### src/rtl/eam_pkg.sv
package eam_pkg;
  localparam int WORD_W = 36;
  localparam int ADDR_W = 18;
  localparam int TALLY_W = 12;
  localparam int TAG_W = 6;
  localparam int TD_W = 4;
  localparam int NUM_X = 8;

  typedef enum logic [1:0] {
    TM_R  = 2'b00,
    TM_RI = 2'b01,
    TM_IT = 2'b10,
    TM_IR = 2'b11
  } tmod_e;

  localparam logic [TD_W-1:0] TD_NONE   = 4'b0000;
  localparam logic [TD_W-1:0] TD_AU     = 4'b0001;
  localparam logic [TD_W-1:0] TD_QU     = 4'b0010;
  localparam logic [TD_W-1:0] TD_IC     = 4'b0011;
  localparam logic [TD_W-1:0] TD_AL     = 4'b0100;
  localparam logic [TD_W-1:0] TD_QL     = 4'b0101;
  localparam logic [TD_W-1:0] TD_IT_INC = 4'b1101;
  localparam logic [TD_W-1:0] TD_IT_DEC = 4'b1100;

  // control -> datapath strobes
  typedef struct packed {
    logic ldInstr;
    logic ldFetch;
    logic ldWord;
    logic ldFinal;
    logic ldItFinal;
    logic ldFault;
    logic rdReq;
    logic wrReq;
  } ctrl_t;

  // datapath -> control status
  typedef struct packed {
    tmod_e tm;
    logic  tdImm;
    logic  levelFull;
    logic  itFetch;
    logic  itTdOk;
  } stat_t;

  function automatic logic isImmTd(input logic [TD_W-1:0] td);
    return (td == 4'b0110) || (td == 4'b0111);
  endfunction
endpackage

### src/rtl/eam_datapath.sv
module eam_datapath
  import eam_pkg::*;
#(
  parameter int MAX_LEVELS = 64
) (
  input  logic                     clk,
  input  logic                     rstN,
  input  ctrl_t                    ctrl,
  output stat_t                    stat,
  input  logic [WORD_W-1:0]        instrWord,
  input  logic [NUM_X*ADDR_W-1:0]  xRegs,
  input  logic [WORD_W-1:0]        aReg,
  input  logic [WORD_W-1:0]        qReg,
  input  logic [ADDR_W-1:0]        icVal,
  input  logic [WORD_W-1:0]        memRdata,
  output logic [ADDR_W-1:0]        memAddr,
  output logic [WORD_W-1:0]        memWdata,
  output logic [ADDR_W-1:0]        effAddr,
  output logic                     isImm,
  output logic                     fault
);
  localparam int LVL_W = $clog2(MAX_LEVELS + 1);
  localparam int HALF_W = WORD_W / 2;

  logic [ADDR_W-1:0] xArr [NUM_X];
  for (genvar i = 0; i < NUM_X; i++) begin : g_xsplit
    assign xArr[i] = xRegs[i*ADDR_W +: ADDR_W];
  end

  // current word fields
  logic [ADDR_W-1:0] curY;
  logic [TAG_W-1:0]  curTag;
  logic [ADDR_W-1:0] fetchAddr;
  logic              itFlag;
  logic [TD_W-1:0]   savedTd;
  logic              irPending;
  logic [LVL_W-1:0]  levelCnt;
  logic [WORD_W-1:0] itWord;
  logic [ADDR_W-1:0] effAddrR;
  logic              isImmR;
  logic              faultR;

  logic unusedInstrBits;
  assign unusedInstrBits = ^instrWord[17:6];

  tmod_e             curTm;
  logic [TD_W-1:0]   curTd;
  logic [TD_W-1:0]   effTd;
  logic [ADDR_W-1:0] regVal;
  logic [ADDR_W-1:0] sumAddr;

  assign curTm = tmod_e'(curTag[5:4]);
  assign curTd = curTag[3:0];
  assign effTd = (curTm == TM_R && irPending) ? savedTd : curTd;

  always_comb begin
    case (effTd)
      TD_AU:   regVal = aReg[WORD_W-1:HALF_W];
      TD_QU:   regVal = qReg[WORD_W-1:HALF_W];
      TD_IC:   regVal = icVal;
      TD_AL:   regVal = aReg[HALF_W-1:0];
      TD_QL:   regVal = qReg[HALF_W-1:0];
      default: regVal = effTd[3] ? xArr[effTd[2:0]] : '0;
    endcase
  end

  assign sumAddr = curY + regVal;

  // pointer word fields and update
  logic [ADDR_W-1:0]  ptrAddr;
  logic [TALLY_W-1:0] ptrTally;
  logic [TAG_W-1:0]   ptrTag;
  logic               ptrInc;
  logic               ptrDec;
  logic [ADDR_W-1:0]  ptrNewAddr;
  logic [TALLY_W-1:0] ptrNewTally;

  assign ptrAddr     = memRdata[WORD_W-1:WORD_W-ADDR_W];
  assign ptrTally    = memRdata[TAG_W+TALLY_W-1:TAG_W];
  assign ptrTag      = memRdata[TAG_W-1:0];
  assign ptrInc      = (ptrTag[3:0] == TD_IT_INC);
  assign ptrDec      = (ptrTag[3:0] == TD_IT_DEC);
  assign ptrNewAddr  = ptrInc ? ptrAddr + 1'b1 : ptrAddr - 1'b1;
  assign ptrNewTally = ptrInc ? ptrTally - 1'b1 : ptrTally + 1'b1;

  always_ff @(posedge clk) begin
    if (!rstN) begin
      curY      <= '0;
      curTag    <= '0;
      fetchAddr <= '0;
      itFlag    <= 1'b0;
      savedTd   <= '0;
      irPending <= 1'b0;
      levelCnt  <= '0;
      itWord    <= '0;
      effAddrR  <= '0;
      isImmR    <= 1'b0;
      faultR    <= 1'b0;
    end else begin
      if (ctrl.ldInstr) begin
        curY      <= instrWord[WORD_W-1:WORD_W-ADDR_W];
        curTag    <= instrWord[TAG_W-1:0];
        irPending <= 1'b0;
        levelCnt  <= '0;
        itFlag    <= 1'b0;
      end
      if (ctrl.ldFetch) begin
        fetchAddr <= (curTm == TM_RI) ? sumAddr : curY;
        itFlag    <= (curTm == TM_IT);
        levelCnt  <= levelCnt + 1'b1;
        if (curTm == TM_IR && !irPending) begin
          savedTd   <= curTd;
          irPending <= 1'b1;
        end
      end
      if (ctrl.ldWord) begin
        curY   <= memRdata[WORD_W-1:WORD_W-ADDR_W];
        curTag <= memRdata[TAG_W-1:0];
      end
      if (ctrl.ldFinal) begin
        isImmR   <= isImmTd(effTd);
        effAddrR <= isImmTd(effTd) ? curY : sumAddr;
        faultR   <= 1'b0;
      end
      if (ctrl.ldItFinal) begin
        itWord   <= {ptrNewAddr, ptrNewTally, ptrTag};
        effAddrR <= ptrInc ? ptrAddr : ptrNewAddr;
        isImmR   <= 1'b0;
        faultR   <= 1'b0;
      end
      if (ctrl.ldFault) begin
        effAddrR <= '0;
        isImmR   <= 1'b0;
        faultR   <= 1'b1;
      end
    end
  end

  assign stat.tm        = curTm;
  assign stat.tdImm     = isImmTd(curTd);
  assign stat.levelFull = (levelCnt == LVL_W'(MAX_LEVELS));
  assign stat.itFetch   = itFlag;
  assign stat.itTdOk    = ptrInc || ptrDec;

  assign memAddr  = fetchAddr;
  assign memWdata = itWord;
  assign effAddr  = effAddrR;
  assign isImm    = isImmR;
  assign fault    = faultR;
endmodule

### src/rtl/eam_control.sv
module eam_control
  import eam_pkg::*;
(
  input  logic  clk,
  input  logic  rstN,
  input  logic  start,
  input  logic  memAck,
  input  stat_t stat,
  output ctrl_t ctrl,
  output logic  done
);
  typedef enum logic [2:0] {
    S_IDLE,
    S_DECODE,
    S_FETCH,
    S_WRBACK,
    S_FINISH
  } state_e;

  state_e state, nextState;

  always_ff @(posedge clk) begin
    if (!rstN) state <= S_IDLE;
    else       state <= nextState;
  end

  always_comb begin
    ctrl      = '0;
    nextState = state;
    case (state)
      S_IDLE: begin
        if (start) begin
          ctrl.ldInstr = 1'b1;
          nextState    = S_DECODE;
        end
      end
      S_DECODE: begin
        if (stat.tm == TM_R || (stat.tm == TM_RI && stat.tdImm)) begin
          ctrl.ldFinal = 1'b1;
          nextState    = S_FINISH;
        end else if (stat.levelFull) begin
          ctrl.ldFault = 1'b1;
          nextState    = S_FINISH;
        end else begin
          ctrl.ldFetch = 1'b1;
          nextState    = S_FETCH;
        end
      end
      S_FETCH: begin
        ctrl.rdReq = 1'b1;
        if (memAck) begin
          if (!stat.itFetch) begin
            ctrl.ldWord = 1'b1;
            nextState   = S_DECODE;
          end else if (stat.itTdOk) begin
            ctrl.ldItFinal = 1'b1;
            nextState      = S_WRBACK;
          end else begin
            ctrl.ldFault = 1'b1;
            nextState    = S_FINISH;
          end
        end
      end
      S_WRBACK: begin
        ctrl.wrReq = 1'b1;
        if (memAck) nextState = S_FINISH;
      end
      S_FINISH: nextState = S_IDLE;
      default:  nextState = S_IDLE;
    endcase
  end

  assign done = (state == S_FINISH);
endmodule

### src/rtl/addr_modifier.sv
module addr_modifier
  import eam_pkg::*;
#(
  parameter int MAX_LEVELS = 64
) (
  input  logic                    clk,
  input  logic                    rstN,
  input  logic                    start,
  input  logic [WORD_W-1:0]       instrWord,
  input  logic [NUM_X*ADDR_W-1:0] xRegs,
  input  logic [WORD_W-1:0]       aReg,
  input  logic [WORD_W-1:0]       qReg,
  input  logic [ADDR_W-1:0]       icVal,
  output logic                    memReq,
  output logic                    memWe,
  output logic [ADDR_W-1:0]       memAddr,
  output logic [WORD_W-1:0]       memWdata,
  input  logic                    memAck,
  input  logic [WORD_W-1:0]       memRdata,
  output logic                    done,
  output logic [ADDR_W-1:0]       effAddr,
  output logic                    isImm,
  output logic                    fault
);
  ctrl_t ctrl;
  stat_t stat;

  eam_control u_ctrl (
    .clk    (clk),
    .rstN   (rstN),
    .start  (start),
    .memAck (memAck),
    .stat   (stat),
    .ctrl   (ctrl),
    .done   (done)
  );

  eam_datapath #(.MAX_LEVELS(MAX_LEVELS)) u_dp (
    .clk       (clk),
    .rstN      (rstN),
    .ctrl      (ctrl),
    .stat      (stat),
    .instrWord (instrWord),
    .xRegs     (xRegs),
    .aReg      (aReg),
    .qReg      (qReg),
    .icVal     (icVal),
    .memRdata  (memRdata),
    .memAddr   (memAddr),
    .memWdata  (memWdata),
    .effAddr   (effAddr),
    .isImm     (isImm),
    .fault     (fault)
  );

  assign memReq = ctrl.rdReq | ctrl.wrReq;
  assign memWe  = ctrl.wrReq;
endmodule

### config.mk
export PLATFORM = sky130hd
export DESIGN_NAME = addr_modifier
export DESIGN_NICKNAME = d
export VERILOG_FILES = /design/src/rtl/eam_pkg.sv /design/src/rtl/eam_datapath.sv /design/src/rtl/eam_control.sv /design/src/rtl/addr_modifier.sv
export SDC_FILE = /design/constraint.sdc
export NUM_CORES = 1
export LEC_CHECK = 0
export ABC_AREA = 1
export BUFFER_PORTS_ARGS = -buffer_cell sky130_fd_sc_hd__buf_2
export CELL_PAD_IN_SITES_DETAIL_PLACEMENT = 1
export CELL_PAD_IN_SITES_GLOBAL_PLACEMENT = 1
export CORE_MARGIN = 10
export CORE_UTILIZATION = 35
export CTS_BUF_LIST = sky130_fd_sc_hd__clkbuf_4 sky130_fd_sc_hd__clkbuf_8
export DETAILED_ROUTE_END_ITERATION = 8
export PLACE_DENSITY = 0.95
export SYNTH_ARGS = -nofsm -noshare
export SYNTH_HDL_FRONTEND = slang
export SYNTH_SLANG_ARGS = --single-unit
### constraint.sdc
create_clock -name clk -period 7.9 [get_ports clk]
set_input_delay 1.185 -clock clk [delete_from_list [all_inputs] [get_ports clk]]
set_output_delay 1.185 -clock clk [all_outputs]
set_load 0.01 [all_outputs]
==> results of run 1 <==
-- routing by layer --
metal  wire, µm  vias to the layer above
li1           -                     5430
met1      20300                     5646
met2      24300                      504
met3       3340                       67
met4       1290                        0
met5          0                        -
-- cell usage in the layout (no fill, tap or decap), drive strengths merged, types with 21 or more instances in the layout --
master	n
nand3	133
o22ai	68
o21ai	114
dfxtp	114
buf	385
a221oi	39
a21oi	117
xor2	22
nand2	221
nor2	157
clkbuf	21
ha	45
inv	147
o211ai	31
-- worst max-delay path: cells and delay by family, from the launching register on --
family / cells / cell delay (ns)
and+or+nand+nor: 13 / 2.53
AOI/OAI and AO/OA: 4 / 1.21
adders and majority gates: 2 / 0.65
DFF: 1 / 0.51
buffers and inverters: 3 / 0.22
xor gates and xnor gates: 1 / 0.08
-- through the flow --
stage,instance area [µm²],total power [W],util
after floorplan,8910,0.00116,-
after global placement,11000,0.00145,0.437
after detailed placement,11000,0.00148,0.437
after CTS,11400,0.00205,0.453
after global routing,11400,0.00217,0.453
final,11400,0.00206,0.453
-- registers in the layout (all words and copies together) (netlist names) --
signal          count
u_dp.levelCnt       7
u_dp.itFlag         1
u_dp.fault          1
u_dp.irPending      1
u_ctrl.state        3
u_dp.memWdata      36
u_dp.savedTd        4
u_dp.memAddr       18
u_dp.curY          18
u_dp.curTag         6
u_dp.isImm          1
u_dp.effAddr       18
-- cell families after synthesis --
logic type      after synthesis
simple gates                539
compound gates              411
buf+inv                     219
flops                       114
fa+ha+maj                    48
xor+xnor                     35
-- worst paths after layout --
path / from / end / slack, ns / cells past startpoint
max: u_dp.curTag[5] / u_dp.effAddr[10] / 2.60 / 23
min: u_dp.levelCnt[6] / u_dp.levelCnt[6] / 0.46 / 2
max reg2reg: u_dp.curTag[5] / u_dp.effAddr[10] / 2.60 / 23
min reg2reg: u_dp.levelCnt[6] / u_dp.levelCnt[6] / 0.46 / 2
-- power by group through the flow --
stage	combinational (W)	clock, W	sequential [W]
floorplan	0.000483	0	0.000674
global placement	0.000781	0	0.000672
detailed placement	0.000806	0	0.000674
CTS	0.000816	0.000569	0.000662
global route	0.000906	0.000598	0.000668
finish	0.000825	0.000566	0.000665
-- layout make-up --
| type | instances | area, µm² | share of cell area |
|---|---|---|---|
| antenna | 6 | 15.0 | 0.00132 |
| clock buffer | 21 | 270 | 0.0237 |
| clock inverter | 9 | 110 | 0.00968 |
| inverter | 149 | 559 | 0.0491 |
| multi-input combinational | 1033 | 5780 | 0.508 |
| sequential | 114 | 2280 | 0.201 |
| tap | 330 | 413 | 0.0363 |
| timing repair buffer | 385 | 1950 | 0.172 |
==> metrics.md, run 1 <==
| Metric | Value |
|---|---|
| Non-filler cells, final | `just over 2000` |
| Avg Cell Area, Syn | `around 6.5 µm²` |
| Synth cell count leaders | `nand2_1 (210), nor2_1 (150), inv_1 (139)` |
| Root Buffer | `clkbuf_8` |
| Largest net degree at the start of global routing | `60` |
| DRT iter0 DRCs | `between 700 and 800` |
| TritonCTS Buffers | `17` |
| Final setup fails | `0` |
| Hpwl dp | `approximately 40000 µm` |
| Core Box Area | `between 20000 and 30000 µm²` |
| Die area | `roughly 32000 µm²` |
| Synth area leader | `dfxtp_1` |
| Post-synthesis instance area | `around 8900 µm²` |
| Worst EP required | `between 8 and 9 ns` |
| Met2 Usage GRT | `0.508` |
| Dominant synthesized flop cell | `dfxtp_1` |
| Ranking of synthesized cells by area | `dfxtp_1 (26%), nand2_1 (8.8%), nand3_1 (7.4%)` |
| RSZ-0062 raised after global routing | `false` |
| Wire per inst | `approximately 24 µm` |
| Fin crit period | `around 5.3 ns` |
| Area share of the largest cell type after synthesis | `0.256` |
| CP Max Fanout | `21` |
| Boundary Pins | `about 390` |
| Clock Power Share | `0.275` |
| Area Growth Syn to Fin | `27.7%` |
| Synthesis warning total | `0` |
| Maximum clock frequency | `about 190 MHz` |
| Max-slew headroom | `0.308` |
| Worst Tran Pin Value | `1.04 ns` |
| Pwr/cell area | `181 nW/µm²` |
| Post-synthesis adder-cell area fraction | `0.0699` |
| Final hold vios | `0` |
| Initial antenna violation count | `6` |
| Mux cell area share after synthesis | `0` |
| Max Slew Vio Count | `0` |
| H-tree Lvls | `4` |
| Routed via count | `roughly 12000` |
| CTS Sinks | `roughly 110` |
| DR DRC count | `0` |
| CP Launch Type | `flip-flop` |
| Total Neg Setup Slack | `0 ns` |
| Setup bufs post-CTS | `0` |
| Met3 Use GR | `0.0598` |
| Switching Share | `0.417` |
| Netlist cell types | `47` |
| CTS tree | `yes` |
| Layer with the highest usage | `met2` |
| GPL Wtd Cong | `around 1.0` |
| Int Pwr | `between 0.001 and 0.0015 W` |
| Max-Cap Viols | `0` |
| Syn Inst Count | `around 1400` |
| NetSw | `~0.00086 W` |
| First-pass GRT wire length | `between 70000 and 80000 µm` |
| Worst-path clk slew | `~0.080 ns` |
| Vias in the first global route | `12200` |
| DP Worst Slack | `around 2.8 ns` |
| IO Port Bufs | `about 370` |
| Logic pwr share | `0.401` |
| Slowest cell on the critical path | `nand2_1` |
| Final WS setup | `2.60 ns` |
| Hold_ws | `between 0.4 and 0.5 ns` |
| Simple-gate portion of the synthesized area | `0.264` |
| Final period util | `0.671` |
| CTS-repair resized insts | `0` |
| VDD IR-drop max | `between 0.1 and 0.15 mV` |
| Syn Nets | `approximately 1700` |
| Pre-antenna DRT Iters | `6` |
| Post-synth EDFFs | `0` |
| Worst stage delay on the critical path | `slightly below 0.6 ns` |
| # rows | `58` |
| Outcome | `complete, no violations` |
| Final #Nets | `~2100` |
| Die extent in y | `180 µm` |
| Fillers | `approximately 3500` |
| Share of cells above drive strength 1 | `0.264` |
| Clock skew | `approximately 0.0094 ns` |
| Worst Path Arrival | `between 5 and 6 ns` |
| Cell with the most instances on the worst path | `nand2_1` |
| Hold buffer count at CTS | `0` |
| Yosys reg bits | `114` |
| Effective utilization at floorplan | `0.355` |
| Sequential element share of the synthesized area | `0.256` |
| Compound-cell area share of the yosys netlist | `0.279` |
| Critical path class | `flip-flop to flip-flop` |
| GR Overflow Total | `0` |
| Most frequent cell after synthesis | `nand2_1` |
| Routed Antenna Nets | `0` |
| Gr usage total | `0.290` |
| Final wirelength | `49300 µm` |
| Clock Path Buffers | `2` |
| Worst Hold Class | `flip-flop to flip-flop` |
| DP Cell Count | `just over 2000` |
| Ys async rst share | `0` |
| Worst-skew pair later-pin latency | `0.46 ns` |
| Die W | `180 µm` |
| Met1 Use GR | `0.350` |
| Register share of total power | `0.323` |
| CP Capture Type | `flip-flop` |
| Largest family of logic cells by synthesized area | `compound AO/OA/AOI/OAI gates` |
| Post-synthesis xor/xnor area fraction | `0.0344` |
| Leak | `approximately 5.8 nW` |
| Worst-path cell chain | `nor2_4 > nand2_2 > nand2_1 > nand2_1 > nand3_2 > nor2_4 > a221oi_1 > nand3_1 > ha_1 > inv_1 > fa_1 > inv_1 > nand3_1 > nand2_1 > a21oi_1 > o21ai_0 > nand2_1 > nand2_1 > xor2_1 > o21ai_0 > nand3_1 > nand2_1 > inv_1` |
| Vias per cell | `around 5.7` |
No activity file was read; power rests on OpenSTA's default activity.
==> run 2, diff against run 1 <==
--- a/config.mk
+++ b/config.mk
@@ -10,10 +10,10 @@
 export CELL_PAD_IN_SITES_DETAIL_PLACEMENT = 1
 export CELL_PAD_IN_SITES_GLOBAL_PLACEMENT = 1
 export CORE_MARGIN = 10
-export CORE_UTILIZATION = 35
+export CORE_UTILIZATION = 30
 export CTS_BUF_LIST = sky130_fd_sc_hd__clkbuf_4 sky130_fd_sc_hd__clkbuf_8
 export DETAILED_ROUTE_END_ITERATION = 8
-export PLACE_DENSITY = 0.95
+export PLACE_DENSITY = 0.88
 export SYNTH_ARGS = -nofsm -noshare
 export SYNTH_HDL_FRONTEND = slang
 export SYNTH_SLANG_ARGS = --single-unit
==> constraint.sdc (replaced) <==
create_clock -name clk -period 4.78 [get_ports clk]
set_input_delay 0.717 -clock clk [delete_from_list [all_inputs] [get_ports clk]]
set_output_delay 0.717 -clock clk [all_outputs]
set_load 0.01 [all_outputs]
==> run 2 against run 1 <==
  * Utilization decreased by 6.0 points
  * Critical path depth unchanged
  * Sequential power grew 65%
  * Fmax grew 23%
  * Final area increased by 1.9%
  * First-iteration DRC count is 25% lower
  * Non-clock buffer count grew 13
  * Critical path type unchanged
==> metrics.md, run 2 (synthesis results as in run 1) <==
| Metric | Value |
|---|---|
| Outcome | `complete, no violations` |
| Wire per inst | `22.1 µm (-8.0%)` |
| Bufs and invs on worst path | `3 (unchanged)` |
| Die extent in y | `192 µm (+7.1%)` |
| VDD IR-drop max | `0.158 mV (+31%)` |
| Core Box Area | `29500 µm² (+17%)` |
| Root Buffer | `clkbuf_8` |
| Critical path origin | `u_dp.curTag[5]` |
| Final hold vios | `0 (unchanged)` |
| Flip-flop count of the largest register after layout | `36 (unchanged)` |
| CP Launch Type | `flip-flop` |
| Die area | `37000 µm² (+15%)` |
| Fillers | `4019 (+16%)` |
| Boundary Pins | `387 (unchanged)` |
| Final period util | `0.904 (+0.233)` |
| DP Cell Count | `2084 (+3.6%)` |
| Multi-input combinational cell area | `5780 µm² (about the same)` |
| Worst Hold Class | `flip-flop to flip-flop` |
| Worst EP required | `5.13 ns (-3.14 ns)` |
| GR Overflow Total | `0 (unchanged)` |
| Max-Cap Viols | `0 (unchanged)` |
| Critical Path End | `u_dp.effAddr[13]` |
| Clock Path Buffers | `2 (unchanged)` |
| RSZ-0062 raised after global routing | `false` |
| Share of cells above drive strength 1 | `0.271 (+0.00698)` |
| Worst-path clk slew | `0.09 ns (about the same)` |
| R2R Path Start | `u_dp.curTag[5]` |
| Reg2Reg Depth | `23 (unchanged)` |
| Worst stage delay on the critical path | `0.40 ns (-0.18 ns)` |
| CP Capture Type | `flip-flop` |
| Final wirelength | `47100 µm (-4.4%)` |
| Maximum clock frequency | `231 MHz (+23%)` |
| Total Neg Setup Slack | `0 ns (unchanged)` |
| Slowest cell on the critical path | `a221oi_1` |
| Vias per cell | `5.36 (-5.8%)` |
| Setup bufs post-CTS | `0 (unchanged)` |
| Commonest non-fill, non-tap cell in the layout | `buf_2` |
| # rows | `63 (+8.6%)` |
| First-pass GRT wire length | `69700 µm (-6.4%)` |
| Routed Antenna Nets | `0 (unchanged)` |
| Worst Path Arrival | `4.68 ns (-0.99 ns)` |
| Final setup fails | `0 (unchanged)` |
| R2R Setup Slk | `0.46 ns (-2.14 ns)` |
| Reg area | `2280 µm² (unchanged)` |
| TritonCTS Buffers | `17 (unchanged)` |
| Largest net degree at the start of global routing | `57 (-5.0%)` |
| Die W | `192 µm (+7.1%)` |
| Int Pwr | `0.00194 W (+61%)` |
| Worst-skew pair later-pin latency | `0.46 ns (about the same)` |
| Critical path class | `flip-flop to flip-flop` |
| IO Port Bufs | `374 (unchanged)` |
| Register share of total power | `0.325 (+0.002)` |
| CTS tree | `yes` |
| H-tree Lvls | `4 (unchanged)` |
| Max-slew headroom | `0.369 (+0.0614)` |
| Routed via count | `11400 (-2.1%)` |
| NetSw | `0.00145 W (+69%)` |
| Worst R2R End | `u_dp.effAddr[13]` |
| Effective utilization at floorplan | `0.302 (-0.0526)` |
| Gr usage total | `0.242 (-0.0481)` |
| Switching Share | `0.428 (+0.0108)` |
| Max Slew Vio Count | `0 (unchanged)` |
| CTS-repair resized insts | `0 (unchanged)` |
| GPL Wtd Cong | `0.980 (-3.5%)` |
| Clock Power Share | `0.271 (-0.004)` |
| CP Max Fanout | `13 (-38%)` |
| Hpwl dp | `38900 µm (-2.1%)` |
| Pwr/cell area | `292 nW/µm² (+61%)` |
| Pre-antenna DRT Iters | `5 (-1)` |
| Vias in the first global route | `12000 (-1.6%)` |
| Leak | `5.83 nW (+1.3%)` |
| Final #Nets | `2071 (+0.63%)` |
| Non-filler cells, final | `2127 (+3.9%)` |
| CTS Sinks | `114 (unchanged)` |
| Fin crit period | `4.32 ns (-0.981 ns)` |
| Worst path depth | `23 (unchanged)` |
| Logic pwr share | `0.404 (+0.003)` |
| Worst-path cell chain | `nor2_4 > nand3_1 > nand2_2 > nor2_1 > nand2_1 > inv_2 > buf_4 > nand2_1 > nand3_1 > a221oi_1 > nand2_1 > ha_1 > nand2_1 > nor2_1 > nand4_1 > o211ai_1 > a21oi_1 > xor2_1 > nand2_1 > nand2_1 > nand3_1 > nand2_1 > inv_1` |
| Most frequent cells in the layout | `buf_2 (374), nand2_1 (210), nor2_1 (149)` |
| Worst Tran Pin Value | `0.944 ns (-0.0923 ns)` |
| CP top delay family | `simple AND/OR/NAND/NOR gates` |
| DRT iter0 DRCs | `600 (-25%)` |
| Initial antenna violation count | `11 (+5)` |
| Hold buffer count at CTS | `0 (unchanged)` |
| Area Growth Syn to Fin | `30.1%` |
| DR DRC count | `0 (unchanged)` |
| Clock skew | `0.0130 ns (+0.00362 ns)` |
| Cell with the most instances on the worst path | `nand2_1` |
[run 2: cell types whose count changed in the layout (fill, tap and decap cells not counted), moves of 2 or more]
cell      change
inv_8         +2
clkinv_4      +2
diode_2       +5
buf_12        +2
buf_4        +11
clkbuf_4      -3
inv_6         +4
[run 2: power by group through the flow]
stage	sequential, W	combinational, W	clock [W]
global route	0.00111	0.00151	0.000969
global placement	0.00111	0.00131	0
finish	0.00110	0.00137	0.000917
detailed placement	0.00112	0.00135	0
CTS	0.00110	0.00136	0.000932
floorplan	0.00111	0.000798	0
[run 2: per-layer routing]
layer	up-vias	track usage	wire length, µm
li1	5473	-	-
met1	5467	0.278	19200
met2	387	0.423	22900
met3	73	0.0589	3520
met4	2	0.0960	1510
met5	-	0	13
[run 2: layout make-up]
cell class,instances,share of cell area
Multi-Input combinational cell,1033,0.498
Antenna cell,11,0.00237
Inverter,149,0.0484
Sequential cell,114,0.197
Clock buffer,17,0.0202
Tap cell,390,0.0421
Clock inverter,15,0.0127
Timing Repair Buffer,398,0.179
[run 2: worst min path at each step]
stage,to,start,slack [ns],cells past startpoint
after global routing,u_dp.memWdata[1],u_dp.memWdata[1],0.46,2
final,u_dp.memWdata[1],u_dp.memWdata[1],0.43,2
after floorplan,u_dp.savedTd[1],u_dp.savedTd[1],0.43,2
after CTS,u_dp.memWdata[1],u_dp.memWdata[1],0.43,2
after global placement,u_dp.memWdata[1],u_dp.memWdata[1],0.42,2
after detailed placement,u_dp.memWdata[1],u_dp.memWdata[1],0.42,2
[run 2: metrics by stage]
stage	utilization	instance area [µm²]	power, W	setup slack (ns)	hold WS, ns
floorplan	-	8910	0.00191	1.15	0.430
global placement	0.379	11200	0.00243	0.372	0.420
detailed placement	0.379	11200	0.00247	0.230	0.421
CTS	0.392	11600	0.00339	0.175	0.434
global route	0.393	11600	0.00359	0.0246	0.455
finish	0.393	11600	0.00338	0.458	0.433
[run 2: tightest hold or removal path, stage by stage, from the launching register on]
cell     delay (ns)
dfxtp_1        0.31
nand2_1        0.05
nor2_1         0.04
==> run 3, diff against run 2 <==
--- a/config.mk
+++ b/config.mk
@@ -14,6 +14,7 @@
 export CTS_BUF_LIST = sky130_fd_sc_hd__clkbuf_4 sky130_fd_sc_hd__clkbuf_8
 export DETAILED_ROUTE_END_ITERATION = 8
 export PLACE_DENSITY = 0.88
+export RECOVER_POWER = 50
 export SYNTH_ARGS = -nofsm -noshare
 export SYNTH_HDL_FRONTEND = slang
 export SYNTH_SLANG_ARGS = --single-unit
==> run 3 against run 2 <==
  * The flow now finishes with violations (max-capacitance violations, max-slew violations)
  * Non-clock buffer count stayed put
  * Count of clock-buffer cells in the layout unchanged
  * Highest routed layer unchanged
  * Routed wire length is 0.22% lower
  * Clock skew hardly changed
  * Utilization fell by 0.34 points
  * Flip-flop and latch count unchanged
  * Global-route usage stayed put
  * Clock power about the same
  * Critical path type unchanged
  * Sequential power about the same
  * Critical endpoint unchanged
  * Die area unchanged
  * Register-to-register slack barely moved
==> metrics.md, run 3 (synthesis results as in run 1) <==
| Metric | Value |
|---|---|
| Outcome | `finished, violations left` |
| Violations in the final reports | `max-capacitance violations, max-slew violations` |
| Total Neg Setup Slack | `0 ns (unchanged)` |
| CP Capture Type | `flip-flop` |
| Max Slew Vio Count | `41 (+41)` |
| Fin crit period | `4.33 ns (+0.00641 ns)` |
| Setup bufs post-CTS | `0 (unchanged)` |
| # rows | `63 (unchanged)` |
| Critical path class | `flip-flop to flip-flop` |
| IO Port Bufs | `374 (unchanged)` |
| CP Max Fanout | `13 (unchanged)` |
| Largest net degree at the start of global routing | `57 (unchanged)` |
| Routed Antenna Nets | `0 (unchanged)` |
| Clock Path Buffers | `2 (unchanged)` |
| Vias in the first global route | `12000 (unchanged)` |
| Max-slew headroom | `-0.239 (-0.608)` |
| Most frequent cells in the layout | `buf_2 (296), nand2_1 (210), nor2_1 (149)` |
| Boundary Pins | `387 (unchanged)` |
| Routed via count | `11400 (-0.42%)` |
| Die area | `37000 µm² (unchanged)` |
| Core Box Area | `29500 µm² (unchanged)` |
| Design area | `11500 µm² (-0.86%)` |
| Die W | `192 µm (unchanged)` |
| Placement Cell Area | `11200 µm² (unchanged)` |
| First-pass GRT wire length | `69700 µm (unchanged)` |
| Pwr/cell area | `293 nW/µm² (+0.33%)` |
| Final hold vios | `0 (unchanged)` |
| Cell with the most instances on the worst path | `nand2_1` |
| Share of cells above drive strength 1 | `0.225 (-0.0452)` |
| Clock skew | `0.0129 ns (-0.0000719 ns)` |
| Worst-path cell chain | `nor2_4 > nand3_1 > nand2_2 > nor2_1 > nand2_1 > inv_2 > buf_4 > nand2_1 > nand3_1 > a221oi_1 > nand2_1 > ha_1 > nand2_1 > nor2_1 > nand4_1 > o211ai_1 > a21oi_1 > xor2_1 > nand2_1 > nand2_1 > nand3_1 > nand2_1 > inv_1` |
| Effective utilization at floorplan | `0.302 (unchanged)` |
| Slowest cell on the critical path | `a221oi_1` |
| Final wirelength | `47000 µm (-0.22%)` |
| Area Growth Syn to Fin | `29.0%` |
| DRT iter0 DRCs | `599 (-0.17%)` |
| Maximum clock frequency | `231 MHz (-0.15%)` |
| Worst Path Arrival | `4.68 ns (about the same)` |
| Non-filler cells, final | `2127 (unchanged)` |
| Final setup fails | `0 (unchanged)` |
| TritonCTS Buffers | `17 (unchanged)` |
| Worst Tran Pin Value | `1.86 ns (+0.914 ns)` |
| Leak | `5.49 nW (-5.7%)` |
| Die extent in y | `192 µm (unchanged)` |
| Initial antenna violation count | `11 (unchanged)` |
| Gr usage total | `0.242 (unchanged)` |
| Root Buffer | `clkbuf_8` |
| Worst Hold Class | `flip-flop to flip-flop` |
| GPL Wtd Cong | `0.980 (unchanged)` |
| Vias per cell | `5.34 (-0.42%)` |
| Hold_ws | `0.436 ns (+0.00236 ns)` |
| CTS Sinks | `114 (unchanged)` |
| Pre-antenna DRT Iters | `7 (+2)` |
| DR DRC count | `0 (unchanged)` |
| CP Launch Type | `flip-flop` |
| H-tree Lvls | `4 (unchanged)` |
| Max-Cap Viols | `1 (+1)` |
| Worst-skew pair later-pin latency | `0.46 ns (about the same)` |
| CTS tree | `yes` |
| Hpwl dp | `38900 µm (unchanged)` |
| GR Overflow Total | `0 (unchanged)` |
| RSZ-0062 raised after global routing | `false` |
| Pwr Total | `0.00336 W (-0.54%)` |
| Commonest non-fill, non-tap cell in the layout | `buf_2` |
| Final period util | `0.905 (+0.00134)` |
| DP Cell Count | `2084 (unchanged)` |
| VDD IR-drop max | `0.167 mV (+5.7%)` |
| Worst stage delay on the critical path | `0.40 ns (about the same)` |
| Wire per inst | `22.1 µm (-0.22%)` |
| Final #Nets | `2071 (unchanged)` |
| Worst-path clk slew | `0.09 ns (about the same)` |
| Worst EP required | `5.13 ns (about the same)` |
| Flip-flop count of the largest register after layout | `36 (unchanged)` |
==> run 3: changes by cell type in the layout (fill, tap and decap cells not counted) <==
cell,before,now
buf_2,374,296
clkbuf_1,0,78
buf_4,22,21
clkbuf_2,0,1
==> run 3: final cells by class <==
cell class              count  area (µm²)
repair buffers            398        1980
multi-input cells        1033        5780
fillers                  4046       18000
diodes                     11        27.5
inverters                 149         562
clock inverters            15         148
well taps                 390         488
flip-flops and latches    114        2280
clock buffers              17         234
==> run 3: critical path, delay by kind of cell (launching register included) <==
family	cells	cell delay, ns
compound gates	3	0.93
xor+xnor	1	0.27
fa+ha+maj	1	0.39
buf+inv	3	0.38
flops	1	0.39
simple gates	15	1.85
==> run 3: path summary, 6_finish.rpt <==
path / start / to / slack, ns / cells past startpoint
max: u_dp.curTag[5] / u_dp.effAddr[13] / 0.45 / 23
min: u_dp.memWdata[1] / u_dp.memWdata[1] / 0.44 / 2
max reg2reg: u_dp.curTag[5] / u_dp.effAddr[13] / 0.45 / 23
min reg2reg: u_dp.memWdata[1] / u_dp.memWdata[1] / 0.44 / 2
==> run 3: metal layers <==
layer / part of all wire / global-route usage
met1: 0.41 / 0.278
met3: 0.073 / 0.0589
met4: 0.033 / 0.0960
met2: 0.49 / 0.423
met5: 0.00028 / 0
==> run 3: report_power, final <==
group          internal [W]  switching [W]
Sequential          0.00103      0.0000744
Clock              0.000424       0.000490
Combinational      0.000473       0.000878
Total               0.00192        0.00144
==> run 3: through the flow <==
stage,worst slack [ns],util
3_5_place_dp,0.230,0.379
4_1_cts,0.175,0.392
2_1_floorplan,1.15,-
6_report,0.452,0.390
3_3_place_gp,0.372,0.379
5_1_grt,0.0246,0.390
==> run 3: what timing repair did <==
| item | 4_1_cts | 5_1_grt |
|---|---|---|
| hold buffers | 0 | 0 |
| endpoints found under the setup margin | 0 | 8 |
| resized for setup | 0 | 4 |
